## config.mk

```make
export PLATFORM = sky130hd
export DESIGN_NAME = sa_tx_inserter
export DESIGN_NICKNAME = d
export VERILOG_FILES = /design/src/rtl/sa_tx_pkg.sv /design/src/rtl/sa_cfg_bank.sv /design/src/rtl/sa_frame_pick.sv /design/src/rtl/sa_serial_walk.sv /design/src/rtl/sa_tx_inserter.sv
export SDC_FILE = /design/constraint.sdc
export NUM_CORES = 1
export LEC_CHECK = 0
export BUFFER_PORTS_ARGS = -buffer_cell sky130_fd_sc_hd__buf_4
export CORE_ASPECT_RATIO = 1.25
export CORE_MARGIN = 2
export CORE_UTILIZATION = 60
export CTS_CLUSTER_DIAMETER = 80
export DETAILED_ROUTE_END_ITERATION = 8
export PLACE_DENSITY_LB_ADDON = 0.12
export SLEW_MARGIN = 15
export SYNTH_ARGS = -nofsm -noshare
export SYNTH_HDL_FRONTEND = slang
export SYNTH_SLANG_ARGS = --single-unit
```

## constraint.sdc

```tcl
create_clock -name clk_i -period 2.44 [get_ports clk_i]
set_input_delay 0.122 -clock clk_i [delete_from_list [all_inputs] [get_ports clk_i]]
set_output_delay 0.122 -clock clk_i [all_outputs]
set_load 0.05 [all_outputs]
```

## src/rtl/sa_tx_pkg.sv

```systemverilog
package sa_tx_pkg;
  localparam int unsigned TS_W         = 8;
  localparam int unsigned SA_FIRST_IDX = 4;  // data bit carrying Sa4

  function automatic logic [2:0] sa_bit_idx(input int unsigned k);
    return 3'(SA_FIRST_IDX - k);
  endfunction
endpackage

```

## src/rtl/sa_cfg_bank.sv

```systemverilog
module sa_cfg_bank #(
  parameter int unsigned SA_NUM  = 5,
  parameter int unsigned NAF_NUM = 8,
  parameter int unsigned AW      = 3
) (
  input  logic                             clk_i,
  input  logic                             rst_ni,
  input  logic                             wr_en_i,
  input  logic [AW-1:0]                    wr_addr_i,
  input  logic [NAF_NUM-1:0]               wr_data_i,
  input  logic                             load_i,
  output logic [SA_NUM-1:0][NAF_NUM-1:0]   act_sa_o,
  output logic [SA_NUM-1:0]                act_mask_o,
  output logic                             act_serial_o
);
  localparam logic [AW-1:0] ADDR_MASK = AW'(SA_NUM);
  localparam logic [AW-1:0] ADDR_MODE = AW'(SA_NUM + 1);

  logic [SA_NUM-1:0][NAF_NUM-1:0] shd_sa;
  logic [SA_NUM-1:0]              shd_mask;
  logic                           shd_serial;

  for (genvar k = 0; k < SA_NUM; k++) begin : g_pos
    always_ff @(posedge clk_i or negedge rst_ni) begin
      if (!rst_ni) begin
        shd_sa[k]   <= '0;
        act_sa_o[k] <= '0;
      end else begin
        if (wr_en_i && wr_addr_i == AW'(k)) shd_sa[k] <= wr_data_i;
        if (load_i) act_sa_o[k] <= shd_sa[k];
      end
    end
  end

  always_ff @(posedge clk_i or negedge rst_ni) begin
    if (!rst_ni) begin
      shd_mask     <= '0;
      shd_serial   <= 1'b0;
      act_mask_o   <= '0;
      act_serial_o <= 1'b0;
    end else begin
      if (wr_en_i && wr_addr_i == ADDR_MASK) shd_mask <= wr_data_i[SA_NUM-1:0];
      if (wr_en_i && wr_addr_i == ADDR_MODE) shd_serial <= wr_data_i[0];
      if (load_i) begin
        act_mask_o   <= shd_mask;
        act_serial_o <= shd_serial;
      end
    end
  end
endmodule

```

## src/rtl/sa_frame_pick.sv

```systemverilog
module sa_frame_pick #(
  parameter int unsigned SA_NUM  = 5,
  parameter int unsigned NAF_NUM = 8,
  localparam int unsigned NW     = $clog2(NAF_NUM)
) (
  input  logic [SA_NUM-1:0][NAF_NUM-1:0] act_sa_i,
  input  logic [NW-1:0]                  naf_idx_i,
  output logic [SA_NUM-1:0]              pick_o
);
  for (genvar k = 0; k < SA_NUM; k++) begin : g_pick
    assign pick_o[k] = act_sa_i[k][naf_idx_i];
  end
endmodule

```

## src/rtl/sa_serial_walk.sv

```systemverilog
module sa_serial_walk #(
  parameter int unsigned SA_NUM = 5,
  localparam int unsigned SW    = $clog2(SA_NUM)
) (
  input  logic              clk_i,
  input  logic              rst_ni,
  input  logic              start_i,
  input  logic [SA_NUM-1:0] mask_i,
  output logic              busy_o,
  output logic              ser_req_o,
  output logic [SW-1:0]     step_o,
  output logic              done_o
);
  typedef enum logic {ST_IDLE, ST_WALK} walk_st_e;
  walk_st_e st_q;
  logic [SW-1:0]     cnt_q;
  logic [SA_NUM-1:0] mask_q;

  always_ff @(posedge clk_i or negedge rst_ni) begin
    if (!rst_ni) begin
      st_q   <= ST_IDLE;
      cnt_q  <= '0;
      mask_q <= '0;
    end else begin
      case (st_q)
        ST_IDLE: if (start_i) begin
          st_q   <= ST_WALK;
          cnt_q  <= '0;
          mask_q <= mask_i;
        end
        default: begin
          if (cnt_q == SW'(SA_NUM - 1)) st_q <= ST_IDLE;
          else cnt_q <= cnt_q + 1'b1;
        end
      endcase
    end
  end

  assign busy_o    = (st_q == ST_WALK);
  assign step_o    = cnt_q;
  assign ser_req_o = busy_o && mask_q[cnt_q];
  assign done_o    = busy_o && (cnt_q == SW'(SA_NUM - 1));
endmodule

```

## src/rtl/sa_tx_inserter.sv

```systemverilog
module sa_tx_inserter
  import sa_tx_pkg::*;
#(
  parameter int unsigned SA_NUM = 5,
  parameter int unsigned FRAMES = 16,
  parameter int unsigned AW     = 3,
  localparam int unsigned NAF_NUM = FRAMES / 2,
  localparam int unsigned FW      = $clog2(FRAMES),
  localparam int unsigned NW      = $clog2(NAF_NUM),
  localparam int unsigned SW      = $clog2(SA_NUM)
) (
  input  logic            clk_i,
  input  logic            rst_ni,
  input  logic [FW-1:0]   frame_idx_i,
  input  logic            ts0_valid_i,
  input  logic [TS_W-1:0] ts0_data_i,
  output logic            ts0_valid_o,
  output logic [TS_W-1:0] ts0_data_o,
  input  logic            wr_en_i,
  input  logic [AW-1:0]   wr_addr_i,
  input  logic [NAF_NUM-1:0] wr_data_i,
  output logic            ser_req_o,
  input  logic            ser_bit_i
);
  logic [SA_NUM-1:0][NAF_NUM-1:0] act_sa;
  logic [SA_NUM-1:0] act_mask, pick;
  logic              act_serial;
  logic              busy, done, accept, is_naf, start, load;
  logic [SW-1:0]     step;
  logic [TS_W-1:0]   hold_q, hold_nxt, merged;

  assign accept = ts0_valid_i && !busy;
  assign is_naf = frame_idx_i[0];
  assign load   = accept && (frame_idx_i == '0);
  assign start  = accept && is_naf && act_serial;

  sa_cfg_bank #(.SA_NUM(SA_NUM), .NAF_NUM(NAF_NUM), .AW(AW)) u_cfg (
    .clk_i, .rst_ni, .wr_en_i, .wr_addr_i, .wr_data_i,
    .load_i(load), .act_sa_o(act_sa), .act_mask_o(act_mask),
    .act_serial_o(act_serial)
  );

  sa_frame_pick #(.SA_NUM(SA_NUM), .NAF_NUM(NAF_NUM)) u_pick (
    .act_sa_i(act_sa), .naf_idx_i(frame_idx_i[FW-1:1]), .pick_o(pick)
  );

  sa_serial_walk #(.SA_NUM(SA_NUM)) u_walk (
    .clk_i, .rst_ni, .start_i(start), .mask_i(act_mask),
    .busy_o(busy), .ser_req_o(ser_req_o), .step_o(step), .done_o(done)
  );

  always_comb begin
    merged = ts0_data_i;
    if (is_naf && !act_serial) begin
      for (int unsigned k = 0; k < SA_NUM; k++)
        if (act_mask[k]) merged[sa_bit_idx(k)] = pick[k];
    end
  end

  always_comb begin
    hold_nxt = hold_q;
    if (ser_req_o) hold_nxt[sa_bit_idx(32'(step))] = ser_bit_i;
  end

  always_ff @(posedge clk_i or negedge rst_ni) begin
    if (!rst_ni) begin
      hold_q      <= '0;
      ts0_data_o  <= '0;
      ts0_valid_o <= 1'b0;
    end else begin
      ts0_valid_o <= 1'b0;
      if (start) begin
        hold_q <= ts0_data_i;
      end else if (accept) begin
        ts0_data_o  <= merged;
        ts0_valid_o <= 1'b1;
      end else if (busy) begin
        hold_q <= hold_nxt;
        if (done) begin
          ts0_data_o  <= hold_nxt;
          ts0_valid_o <= 1'b1;
        end
      end
    end
  end
endmodule

```

==> metrics.txt <==
status finished clean; mux contribution to synthesized area 28.1%; post-DR wirelength/cell 19.0 µm; mean area per synthesized cell 14.0 µm²; largest family of logic cells by synthesized area multiplexers; layout cell share with drive strength beyond 1 31.6%; Pwr Total 7380 µW; Hold WS 65.6 ps; P_int 5180 µW; most frequent cells after synthesis 118 x dfrtp_1, 58 x mux2_2, 40 x mux2_1; Final Hold Fails 0; pin count of the biggest net entering global routing 57; RSZ-0062 raised after global routing no; max-slew violations 0; sequential fraction of design power 40.9%; Sink Count 118; CTS buffer count 17; GP Congestion 0.910; Cells after Synth 375; clk_lat worst skew 500 ps; deepest clock path buffer count 2; port bufs 37; Worst Skew 5.39 ps; detailed-route DRC error count 0; xor and xnor area share after synthesis 0.167%; fin nets 471; Setup violations, final 0; die area 9510 µm²; Post-DRT Antenna Nets 0; FF+latch count, synth 118; placed insts 523; CP max FO 6; Initial DRT Pass Iterations 4; Max-Cap Viols 0; # IOs 38; Post-Route WL 10.9 mm; Crit Path Class reg2out; setup slack, reg-to-reg 340 ps; Initial Util 60.9%; Crit. End Element output port; top-area cell type share of the netlist area 56.3%; FILL cells 567; setup bufs post-CTS 0; GRT overflow 0; Post-synth ARST share 100%; P&R area growth vs syn 22.8%; TritonCTS clock tree yes; Mapped Area 5240 µm²; Die H 109 µm; Adder-Cell Fraction of Synth Area 0.716%; startpoint types flop; top-count cell post-synth dfrtp_1; combinational power share 24.8%; initial antenna violation count 0; Least-Margin Pin Slew 688 ps; antenna cells 0; warnings from Yosys 0; vias per cell 5.77; Pwr per Cell Area 1150 nW/µm²; net switching power 2210 µW; global-route wire length before repair 17.8 mm; CTS resizes 0; CTS Hold Buffers Added 18; Distinct cells, synth 46; DP Area 5640 µm²; final instance area 6440 µm²; Clock power frac 34.3%; clock root buffer clkbuf_8; Post-synth EDFFs 0; ranking of synthesized cells by area dfrtp_1 56%, mux2_2 12%, mux2_1 8.6%; Compound-Gate Fraction of Synth Area 5.85%; dominant cell type by area after synthesis dfrtp_1; TNS Setup 0 ps; footprint of the multi-input gates 2150 µm²; storage element area 2950 µm²; core footprint 8610 µm²; DP Wirelength 7.16 mm; Worst-path clk slew 50 ps; ys flop type dfrtp_1; Mapped Nets 406; LEAKAGE 0.00292 µW; GRT Total Usage 25.5%; Critical Path AT 2010 ps; Detailed Route Iter0 Violations 161; Hold/Removal Path Class in2reg; register area share after synthesis 56.3%; Synth Area in Simple Gates 6.13%; Non-Filler Instances 573; row count 38; Worst Path Required 2320 ps; minimum clock period 2130 ps; vias in the first global route 3590; via count 3307; fmax 0.469 GHz; VDD IR max 0.000657 V; H-tree levels 4; Chip Width 87.6 µm; Slew Limit Headroom 53.9%; Sw Share 29.9%; fin crit share 87.3%
power by group through the flow:
stage	Sequential, µW	Clock (µW)	Combinational [µW]
6_report	3020	2530	1830
5_1_grt	3090	2670	2000
4_1_cts	3020	2570	1850
3_5_place_dp	3030	0	1800
3_3_place_gp	2990	0	1740
2_1_floorplan	3130	0	1120
routing by layer:
| layer | wire [µm] | GRT usage (%) | up-vias |
|---|---|---|---|
| li1 | - | - | 1516 |
| met1 | 4530 | 30.5 | 1675 |
| met2 | 5730 | 43.9 | 93 |
| met3 | 354 | 5.80 | 23 |
| met4 | 291 | 11.2 | 0 |
| met5 | 0 | 0 | - |
through the flow:
step	utilization (%)	setup slack [ps]
finish	74.8	310
global placement	65.6	413
CTS	74.8	267
global route	74.8	174
floorplan	-	384
detailed placement	65.6	359
registers in the layout (all words and copies together), names as in the netlist, 3 cells and up:
| name | count |
|---|---|
| u_cfg.shd_mask | 5 |
| u_walk.step_o | 3 |
| u_cfg.act_sa_o | 40 |
| u_cfg.shd_sa | 40 |
| ts0_data_o | 8 |
| u_cfg.act_mask_o | 5 |
| hold_q | 8 |
| u_walk.mask_q | 5 |
critical path, cell delays in order (launching register included):
cell	delay [ps]
dfrtp_1	440
mux2i_1	510
a211oi_1	160
a21oi_1	160
nor2_1	50
buf_4	190
cell type report:
type | instances | area share, %
multi-input cells | 232 | 33.4
clock inverters | 10 | 2.33
repair buffers | 63 | 8.44
well taps | 120 | 2.33
inverters | 8 | 0.466
clock buffers | 22 | 7.19
flip-flops and latches | 118 | 45.9
layout by cell type (no fill, tap or decap), types with 9 or more instances in the layout:
cell | netlist | routed
mux2_1 | 40 | 40
mux2i_1 | 22 | 22
dlygate4sd3_1 | 0 | 18
dfrtp_1 | 118 | 118
clkbuf_16 | 0 | 16
buf_4 | 1 | 43
nand2_1 | 9 | 9
mux2_2 | 58 | 58
nor2_1 | 13 | 13
o21ai_0 | 10 | 10
a21oi_1 | 9 | 9
cells by family (layout without fill, tap and decap cells):
kind of cell | Yosys count | count (layout)
muxes | 126 | 126
DFF | 118 | 118
and+or+nand+nor | 56 | 56
AOI/OAI and AO/OA | 46 | 46
buffers and inverters | 25 | 103
adders and majority gates | 3 | 3
xor gates and xnor gates | 1 | 1
path summary, 6_finish.rpt:
| path | from | cells after the start | endpoint |
|---|---|---|---|
| setup / recovery | u_walk.step_o[1] | 5 | ser_req_o |
| hold / removal | wr_addr_i[2] | 3 | u_cfg.shd_serial |
| setup reg to reg | u_walk.busy_o | 6 | hold_q[0] |
| hold reg to reg | u_cfg.shd_sa[0] | 1 | u_cfg.act_sa_o[0] |
| max in group asynchronous | rst_ni | 3 | u_cfg.shd_sa[20] |
| min in group asynchronous | rst_ni | 2 | u_walk.busy_o |
No activity file was read; power rests on OpenSTA's default activity.
